--- config.mk ---
export PLATFORM = sky130hd
export DESIGN_NAME = vram_host_port
export DESIGN_NICKNAME = d
export VERILOG_FILES = /design/src/rtl/vhp_pkg.sv /design/src/rtl/vhp_addr_ctr.sv /design/src/rtl/vhp_mem_seq.sv /design/src/rtl/vram_host_port.sv
export SDC_FILE = /design/constraint.sdc
export NUM_CORES = 1
export LEC_CHECK = 0
export ABC_AREA = 1
export ABC_CLOCK_PERIOD_IN_PS = 2200
export CORE_MARGIN = 5
export CORE_UTILIZATION = 52
export DETAILED_ROUTE_END_ITERATION = 16
export PLACE_DENSITY = 0.8
export SYNTH_ARGS = -nofsm -noshare
export SYNTH_HDL_FRONTEND = slang
export SYNTH_HIERARCHICAL = 1
export SYNTH_SLANG_ARGS = --single-unit
--- constraint.sdc ---
create_clock -name clk -period 2.2 [get_ports clk]
set_input_delay 0.22 -clock clk [delete_from_list [all_inputs] [get_ports clk]]
set_output_delay 0.22 -clock clk [all_outputs]
set_load 0.1 [all_outputs]
--- src/rtl/vhp_pkg.sv ---
// Shared types for the video RAM host port.
// Assumes: one memory operation at a time.
package vhp_pkg;
    typedef enum logic [1:0] {
        VHP_OP_NONE = 2'd0,
        VHP_OP_RD   = 2'd1,
        VHP_OP_WR   = 2'd2
    } vhp_op_e;
endpackage

--- src/rtl/vhp_addr_ctr.sv ---
// Video memory address counter: loads a full address or steps by one with wrap.
// Assumes load_en and inc_en are never high together (the top guarantees it).
module vhp_addr_ctr #(
    parameter int AW = 14
) (
    input  logic          clk,
    input  logic          rst_n,
    input  logic          load_en,
    input  logic [AW-1:0] load_val,
    input  logic          inc_en,
    output logic [AW-1:0] addr
);
    localparam logic [AW-1:0] ONE = AW'(1);

    // Hold, load or step the counter; the adder wraps at the top address.
    always_ff @(posedge clk) begin
        if (!rst_n)       addr <= '0;
        else if (load_en) addr <= load_val;
        else if (inc_en)  addr <= addr + ONE;
    end


    idle_hold_chk: assert property (@(posedge clk) disable iff (!rst_n)
        (!load_en && !inc_en) |=> $stable(addr));


    wrap_chk: assert property (@(posedge clk) disable iff (!rst_n)
        (inc_en && !load_en && (&addr)) |=> (addr == '0));
endmodule

--- src/rtl/vhp_mem_seq.sv ---
// Memory request sequencer: issues one read or write, holds it until acknowledged,
// and owns the read-ahead register.
// Assumes start is only non-NONE while no request is outstanding.
module vhp_mem_seq
    import vhp_pkg::*;
#(
    parameter int AW = 14,
    parameter int DW = 8
) (
    input  logic          clk,
    input  logic          rst_n,
    input  vhp_op_e       start,
    input  logic [AW-1:0] addr_in,
    input  logic [DW-1:0] wdata_in,
    output logic          mem_req,
    output logic          mem_we,
    output logic [AW-1:0] mem_addr,
    output logic [DW-1:0] mem_wdata,
    input  logic          mem_ack,
    input  logic [DW-1:0] mem_rdata,
    output logic [DW-1:0] prefetch,
    output logic          done
);
    // A request finishes in the cycle its acknowledge is seen.
    always_comb done = mem_req && mem_ack;

    // Launch, hold and retire requests; capture read data or written byte.
    always_ff @(posedge clk) begin
        if (!rst_n) begin
            mem_req   <= 1'b0;
            mem_we    <= 1'b0;
            mem_addr  <= '0;
            mem_wdata <= '0;
            prefetch  <= '0;
        end else if (done) begin
            mem_req <= 1'b0;
            if (!mem_we) prefetch <= mem_rdata;
        end else if (!mem_req) begin
            case (start)
                VHP_OP_RD: begin
                    mem_req  <= 1'b1;
                    mem_we   <= 1'b0;
                    mem_addr <= addr_in;
                end
                VHP_OP_WR: begin
                    mem_req   <= 1'b1;
                    mem_we    <= 1'b1;
                    mem_addr  <= addr_in;
                    mem_wdata <= wdata_in;
                    prefetch  <= wdata_in;
                end
                default: ;
            endcase
        end
    end


    req_hold_chk: assert property (@(posedge clk) disable iff (!rst_n)
        (mem_req && !mem_ack) |=> (mem_req && $stable(mem_addr)
                                   && $stable(mem_we) && $stable(mem_wdata)));


    rd_capture_chk: assert property (@(posedge clk) disable iff (!rst_n)
        (mem_req && mem_ack && !mem_we) |=> !mem_req);
endmodule

--- src/rtl/vram_host_port.sv ---
// Host access port of a video memory: two-byte address setup, read-ahead data reads,
// data writes, one shared address counter, and a request/acknowledge memory side.
// Assumes host strobes are single-cycle pulses; strobes while busy are dropped.
module vram_host_port
    import vhp_pkg::*;
#(
    parameter int AW      = 14,
    parameter int DW      = 8,
    parameter int INH_BIT = 6
) (
    input  logic          clk,
    input  logic          rst_n,
    input  logic          ctrl_wr,
    input  logic [DW-1:0] ctrl_wdata,
    input  logic          rd_req,
    output logic [DW-1:0] rd_data,
    output logic          rd_valid,
    input  logic          wr_req,
    input  logic [DW-1:0] wr_wdata,
    output logic          busy,
    output logic          mem_req,
    output logic          mem_we,
    output logic [AW-1:0] mem_addr,
    output logic [DW-1:0] mem_wdata,
    input  logic          mem_ack,
    input  logic [DW-1:0] mem_rdata
);
    localparam int HI_BITS = AW - DW;

    logic          acc_rd, acc_wr, acc_ctrl, ctrl_load, hi_next, seq_done;
    logic [DW-1:0] lo_q, prefetch;
    logic [AW-1:0] addr, load_val, seq_addr;
    vhp_op_e       seq_op;

    // Busy mirrors the outstanding request.
    always_comb busy = mem_req;

    // Accept at most one host strobe per cycle: read, then write, then control.
    always_comb begin
        acc_rd    = rd_req && !busy;
        acc_wr    = wr_req && !busy && !rd_req;
        acc_ctrl  = ctrl_wr && !busy && !rd_req && !wr_req;
        ctrl_load = acc_ctrl && hi_next;
        load_val  = {ctrl_wdata[HI_BITS-1:0], lo_q};
    end

    // Pick the memory operation and its address for this cycle.
    always_comb begin
        seq_op   = VHP_OP_NONE;
        seq_addr = addr;
        if (acc_rd)      seq_op = VHP_OP_RD;
        else if (acc_wr) seq_op = VHP_OP_WR;
        else if (ctrl_load && !ctrl_wdata[INH_BIT]) begin
            seq_op   = VHP_OP_RD;
            seq_addr = load_val;
        end
    end

    // Track which control byte comes next; data accesses restart the pair.
    always_ff @(posedge clk) begin
        if (!rst_n)                 hi_next <= 1'b0;
        else if (acc_rd || acc_wr)  hi_next <= 1'b0;
        else if (acc_ctrl)          hi_next <= !hi_next;
    end

    // Keep the low address byte until its partner arrives.
    always_ff @(posedge clk) begin
        if (!rst_n)                    lo_q <= '0;
        else if (acc_ctrl && !hi_next) lo_q <= ctrl_wdata;
    end

    // Return the read-ahead byte held before the new fetch starts.
    always_ff @(posedge clk) begin
        if (!rst_n) begin
            rd_data  <= '0;
            rd_valid <= 1'b0;
        end else begin
            rd_valid <= acc_rd;
            if (acc_rd) rd_data <= prefetch;
        end
    end

    vhp_addr_ctr #(.AW(AW)) ctr_i (
        .clk      (clk),
        .rst_n    (rst_n),
        .load_en  (ctrl_load),
        .load_val (load_val),
        .inc_en   (seq_done),
        .addr     (addr)
    );

    vhp_mem_seq #(.AW(AW), .DW(DW)) seq_i (
        .clk       (clk),
        .rst_n     (rst_n),
        .start     (seq_op),
        .addr_in   (seq_addr),
        .wdata_in  (wr_wdata),
        .mem_req   (mem_req),
        .mem_we    (mem_we),
        .mem_addr  (mem_addr),
        .mem_wdata (mem_wdata),
        .mem_ack   (mem_ack),
        .mem_rdata (mem_rdata),
        .prefetch  (prefetch),
        .done      (seq_done)
    );


    busy_rd_drop_chk: assert property (@(posedge clk) disable iff (!rst_n)
        busy |=> !rd_valid);


    inhibit_noreq_chk: assert property (@(posedge clk) disable iff (!rst_n)
        (ctrl_load && ctrl_wdata[INH_BIT]) |=> (!mem_req && addr == $past(load_val)));


    load_fetch_chk: assert property (@(posedge clk) disable iff (!rst_n)
        (ctrl_load && !ctrl_wdata[INH_BIT]) |=> (mem_req && !mem_we && mem_addr == addr));


    rd_resp_chk: assert property (@(posedge clk) disable iff (!rst_n)
        (rd_req && !busy) |=> (rd_valid && mem_req && !mem_we));


    pair_restart_chk: assert property (@(posedge clk) disable iff (!rst_n)
        ((rd_req || wr_req) && !busy) |=> !hi_next);
endmodule

# Word level (Yosys, flattened, before mapping)
# Index checks and enable logic that the tools add are counted.
[totals]
reg_bits = 64
latchBits = 0
ramBits = 0
mem_bits_ro = 0
in_bits = 30
out_inout_bits = 34
word_cells = 59
mem_count = 0
[op_classes]
n_addsub = 1
mul = 0
div = 0
magnitude_cmp = 0
eq_ne = 4
n_shift = 0
n_mux = 15
bitwise = 3
n_reduce_logical = 26
[ops]
columns = ["operator", "count"]
rows = [
  ["14-bit 2-to-1 mux", 5],
  ["8-bit 2-to-1 mux", 4],
  ["14-bit by 1-bit adder with 14-bit output, second input constant", 1],
  ["3-bit AND reduction", 4],
  ["1-bit logical AND", 10],
  ["2-bit nonzero test", 3],
  ["2-bit OR reduction", 3],
  ["1-bit logical NOT", 5],
  ["2-bit 2-to-1 mux", 2],
  ["2-bit inequality test, second input constant", 2],
  ["1-bit 2-to-1 mux", 3],
  ["1-bit NOT", 3],
  ["2-bit by 1-bit == test with 1-bit output, second input constant", 1],
  ["2-bit == test, second input constant", 1],
  ["1-bit one-hot mux with 2 select lines", 1],
  ["1-bit logical OR", 1],
]

# Depth between registers and ports, before layout
[depth]
depth_word = 13
ltp_mapped = 13
depth_no_buf = 12

# By module
# The synthesis kept the hierarchy.
[modules_own_cells]
columns = ["mod", "n_inst", "cells_each", "area_each_um2", "seq_area_each_um2"]
rows = [
  ["vhp_mem_seq", 1, 190, 1367.6, 640.6],
  ["vram_host_port", 1, 175, 1114.8, 360.3],
  ["vhp_addr_ctr", 1, 127, 874.6, 280.3],
]

# Worst setup path before layout
# Ideal clock, no wire load.
[synth_timing]
kind = "register -> register"
from = "register seq_i.mem_req"
to = "register seq_i.mem_addr[10]"
t_arrival_ns = 2.550
required_time_ns = 2.135
slack_ns = -0.415
path_stages_with_launch = 13
path_buffers = 2
period_less_slack_ns = 2.615
path_cell_list = "dfxtp_1 nor2_4 nand4_4 buf_4 o21ai_0 inv_1 ha_1 inv_1 nand2_2 inv_1 buf_4 nor2_1 nor2_1"
[synth_via]
elab_chain_len = 12
word_cells_on_any_way = 22
[synth_lines]
columns = ["element", "line", "rtl"]
rows = [
  ["from (decl)", "vhp_mem_seq.sv:15", "output logic mem_req,"],
  ["from (signal assigned)", "vhp_mem_seq.sv:30", "mem_req <= 1'b0;"],
  ["from (signal assigned)", "vhp_mem_seq.sv:36", "mem_req <= 1'b0;"],
  ["from (signal assigned)", "vhp_mem_seq.sv:41", "mem_req <= 1'b1;"],
  ["1-bit logical NOT *", "-", ""],
  ["1-bit logical AND (3 in series)", "vram_host_port.sv:42", "acc_ctrl = ctrl_wr && !busy && !rd_req && !wr_req;"],
  ["1-bit logical AND", "vram_host_port.sv:43", "ctrl_load = acc_ctrl && hi_next;"],
  ["1-bit logical AND", "vram_host_port.sv:53", "else if (ctrl_load && !ctrl_wdata[INH_BIT]) begin"],
  ["1-bit 2-to-1 mux", "vram_host_port.sv:53", ""],
  ["2-bit 2-to-1 mux", "vram_host_port.sv:52", "else if (acc_wr) seq_op = VHP_OP_WR;"],
  ["2-bit 2-to-1 mux *", "vram_host_port.sv:51", "if (acc_rd) seq_op = VHP_OP_RD;"],
  ["net seq_op[0]", "vram_host_port.sv:33", "vhp_op_e seq_op;"],
  ["2-bit by 1-bit == test with 1-bit output / 2-bit == test (equally long branches)", "vhp_mem_seq.sv:39", "case (start)"],
  ["2-bit OR reduction (no line) *", "-", ""],
  ["3-bit AND reduction (no line) *", "-", ""],
  ["to (signal assigned)", "vhp_mem_seq.sv:43", "mem_addr <= addr_in;"],
  ["to (signal assigned)", "vhp_mem_seq.sv:48", "mem_addr <= addr_in;"],
  ["to (decl)", "vhp_mem_seq.sv:17", "output logic [AW-1:0] mem_addr,"],
]
# Mark *: on every way through the listed nets, which the timed path passes. The rest lies on a longest branch.
# A chain may end at the register's enable or synchronous reset.

# Worst setup path in the final report
[layout_timing]
from = "input port rd_req"
to = "register seq_i.mem_addr[6]"
[layout_via]
elab_chain_len = 11
word_cells_on_any_way = 17
[layout_lines]
columns = ["element", "line", "rtl"]
rows = [
  ["from (decl)", "vram_host_port.sv:15", "input logic rd_req,"],
  ["1-bit logical NOT", "vram_host_port.sv:41, vram_host_port.sv:42", ""],
  ["1-bit logical AND (2 in series)", "vram_host_port.sv:42", ""],
  ["1-bit logical AND", "vram_host_port.sv:43", ""],
  ["1-bit logical AND", "vram_host_port.sv:53", ""],
  ["1-bit 2-to-1 mux", "vram_host_port.sv:53", ""],
  ["2-bit 2-to-1 mux", "vram_host_port.sv:52", ""],
  ["2-bit 2-to-1 mux *", "vram_host_port.sv:51", ""],
  ["net seq_op[0]", "vram_host_port.sv:33", ""],
  ["2-bit by 1-bit == test with 1-bit output / 2-bit == test (equally long branches)", "vhp_mem_seq.sv:39", ""],
  ["2-bit OR reduction (no line) *", "-", ""],
  ["3-bit AND reduction (no line) *", "-", ""],
]
# Marks and branches as above.

==> flow_metrics.tcl <==
set metrics [dict create \
    status "completed" \
    min_path_type "reg -> reg" \
    r2r_setup_slack_ps 440 \
    cts_buffers 9 \
    syn_to_final_growth_pct 25.01 \
    die_area_um2 8162 \
    cp_data_required_time_ps 2470 \
    syn_area_um2 3357 \
    final_cells 642 \
    clockBufferDepth 2 \
    crit_family "buffers and inverters" \
    vias 3416 \
    yosysSeqAreaShare_pct 38.17 \
    num_antenna_cells 0 \
    synth_top_area_share_pct 38.17 \
    drive_above_1_share_pct 17.17 \
    fin_worst_skew_ps 10.59 \
    start_util_pct 53.17 \
    drt_first_pass_iters 5 \
    avgSynthCellArea_um2 6.823 \
    final_core_util_pct 66.47 \
    core_um2 6314 \
    synth_cell_types 32 \
    max-slew-margin-rel_pct 72.96 \
    cts_tree "yes" \
    crit_path_frequent_cell "inv_1" \
    ios 64 \
    synth_edf_count 0 \
    io_buffers 63 \
    grt_max_degree 31 \
    die-height_um 90.35 \
    grt_pass1_wl_mm 15.04 \
    cp_data_arrival_time_ps 2050 \
    crit_path_cell_trace "clkdlybuf4s50_1 > nor2_2 > nand4_4 > o21ai_0 > inv_1 > ha_1 > inv_1 > nand2_2 > inv_1 > nor2_1 > nor2_1" \
    finalWirelength_mm 8.909 \
    cts.clk_slew.worst_paths_ps 70 \
    drc 0 \
    cts.sinks 64 \
    vias_per_cell 5.321 \
    cp_slowest_cell "clkdlybuf4s50_1" \
    gr-total-overflow 0 \
    setup_slack_ps 416.0 \
    final.setup.tns_ps 0 \
    worst_slew_pin_slew_ps 405.2 \
    cts_hold_buf 0 \
    syn_inst 492 \
    hold_viol_final 0 \
    worst-setup-path-type "in -> reg" \
    ys_warn_count 6 \
    cellLeakagePower_nw 1.972 \
    setup_viol 0 \
    syn-num-nets 524 \
    grt_util_all_layers_pct 21.78 \
    first_global_vias 3193 \
    wl_per_cell_um 13.88 \
    period_share_pct 81.09 \
    grt_setup_unrepaired "false" \
    synth_seq_cells 64 \
    crit_fanout 14 \
    drtAntennaViolNets 0 \
    crit_path_max_incr_delay_ps 450 \
    htreeDepth 3 \
    dr.first_iter.drc_count 219 \
    p_total_mw 3.674 \
    die_x_um 90.35 \
    maxSlewViolCount 0 \
    crit_path_start_kind "input pin" \
    peakVddDrop_uv 661.9 \
    drv_cap 0 \
    synthArstFlopShare_pct 0 \
    fmax_mhz 560.5 \
    place_ws_ps 62.63 \
    synth_commonest_cells "nand2_1 (129), nor2_1 (73), dfxtp_1 (64), inv_1 (56), nand3_1 (29)" \
    cts_root_buffer "clkbuf_8" \
    post-place-cells 626 \
    place_congestion 0.8856 \
    ctsResizeCount 0 \
    ys_top_cells_by_area "dfxtp_1 (38%), nand2_1 (14%), nor2_1 (8.2%), inv_1 (6.3%), nand4_1 (4.8%)" \
    min_period_ps 1784 \
    yosys.area.top_type "dfxtp_1" \
    rows 29 \
    path_buf_inv 4 \
    clock_latency_ps 340 \
    synth_most_common_cell "nand2_1" \
    ys.flop_type "dfxtp_1" \
    postCtsSetupBuffers 0 \
    dp_hpwl_mm 6.554 \
    antenna_found_initial 0 \
    worstSetupEndpointType "register" \
    nNetsFinal 592 \
    power_density_nw_per_um2 875.5 \
]
==> per-stage QoR <==
stage	area [µm²]	hold slack, ps
4_1_cts	4197	455.1
6_report	4197	453.4
2_1_floorplan	3358	317.6
3_5_place_dp	3951	444.5
3_3_place_gp	3951	424.1
5_1_grt	4197	478.4
==> state kept, by name (all words and copies together), names as in the netlist <==
register	flops
ctr_i/addr	14
seq_i/mem_addr	14
lo_q	8
rd_data	8
seq_i/mem_wdata	8
seq_i/prefetch	8
hi_next	1
rd_valid	1
seq_i/mem_req	1
seq_i/mem_we	1
==> tightest hold or removal path: cells and delay by family, from the launching register on <==
family,cells,cell delay (ps)
simple gates,2,110
flops,1,310
==> report_power, final <==
group          internal, mW  total, mW  switching, mW
sequential             1.26       1.32         0.0630
clock                 0.784       1.25          0.462
combinational         0.270       1.10          0.835
==> placed cells by master (no fill, tap or decap), drive strengths merged <==
master         count
buf               48
o211ai             3
nand3             31
o21ai             29
ha                 2
a22oi              9
nand2            135
clkdlybuf4s50     29
nand4             27
clkinv             2
a21oi             14
nor2              87
xor2               4
dfxtp             64
bufinv             3
inv               64
nor3               1
clkbuf            11
o21bai             1
a31oi              1
==> path summary, 6_finish.rpt <==
path | start | endpoint | cells after the start
worst max register to register | seq_i/mem_req | seq_i/mem_addr[6] | 10
worst min register to register | seq_i/prefetch[4] | rd_data[4] | 2
worst max-delay path | rd_req | seq_i/mem_addr[6] | 11
worst min-delay path | seq_i/prefetch[4] | rd_data[4] | 2
==> logic make-up (layout without fill, tap and decap cells) <==
logic type | Yosys count | after routing | share of synthesized area, %
AND/OR/NAND/NOR | 281 | 281 | 38.35
buffers and inverters | 84 | 157 | 11.96
flip-flops | 64 | 64 | 38.17
AO/OA/AOI/OAI | 57 | 57 | 9.728
XOR/XNOR | 4 | 4 | 1.044
adder cells (fa/ha/maj) | 2 | 2 | 0.7453
==> routing by layer <==
layer	vias to the layer above	wire [µm]	GRT usage (%)
li1	1700	-	-
met1	1542	3865	29.20
met2	158	4079	34.15
met3	16	805	5.583
met4	0	159	7.072
met5	-	0	0
==> cell type report <==
class / count / area, µm²
Clock buffer: 11 / 141.4
Clock inverter: 5 / 103.9
Fill cell: 588 / 2117
Inverter: 64 / 247.7
Multi-Input combinational cell: 344 / 1674
Sequential cell: 64 / 1282
Tap cell: 77 / 96.34
Timing Repair Buffer: 77 / 650.6
Power figures use the tool's default switching activity.
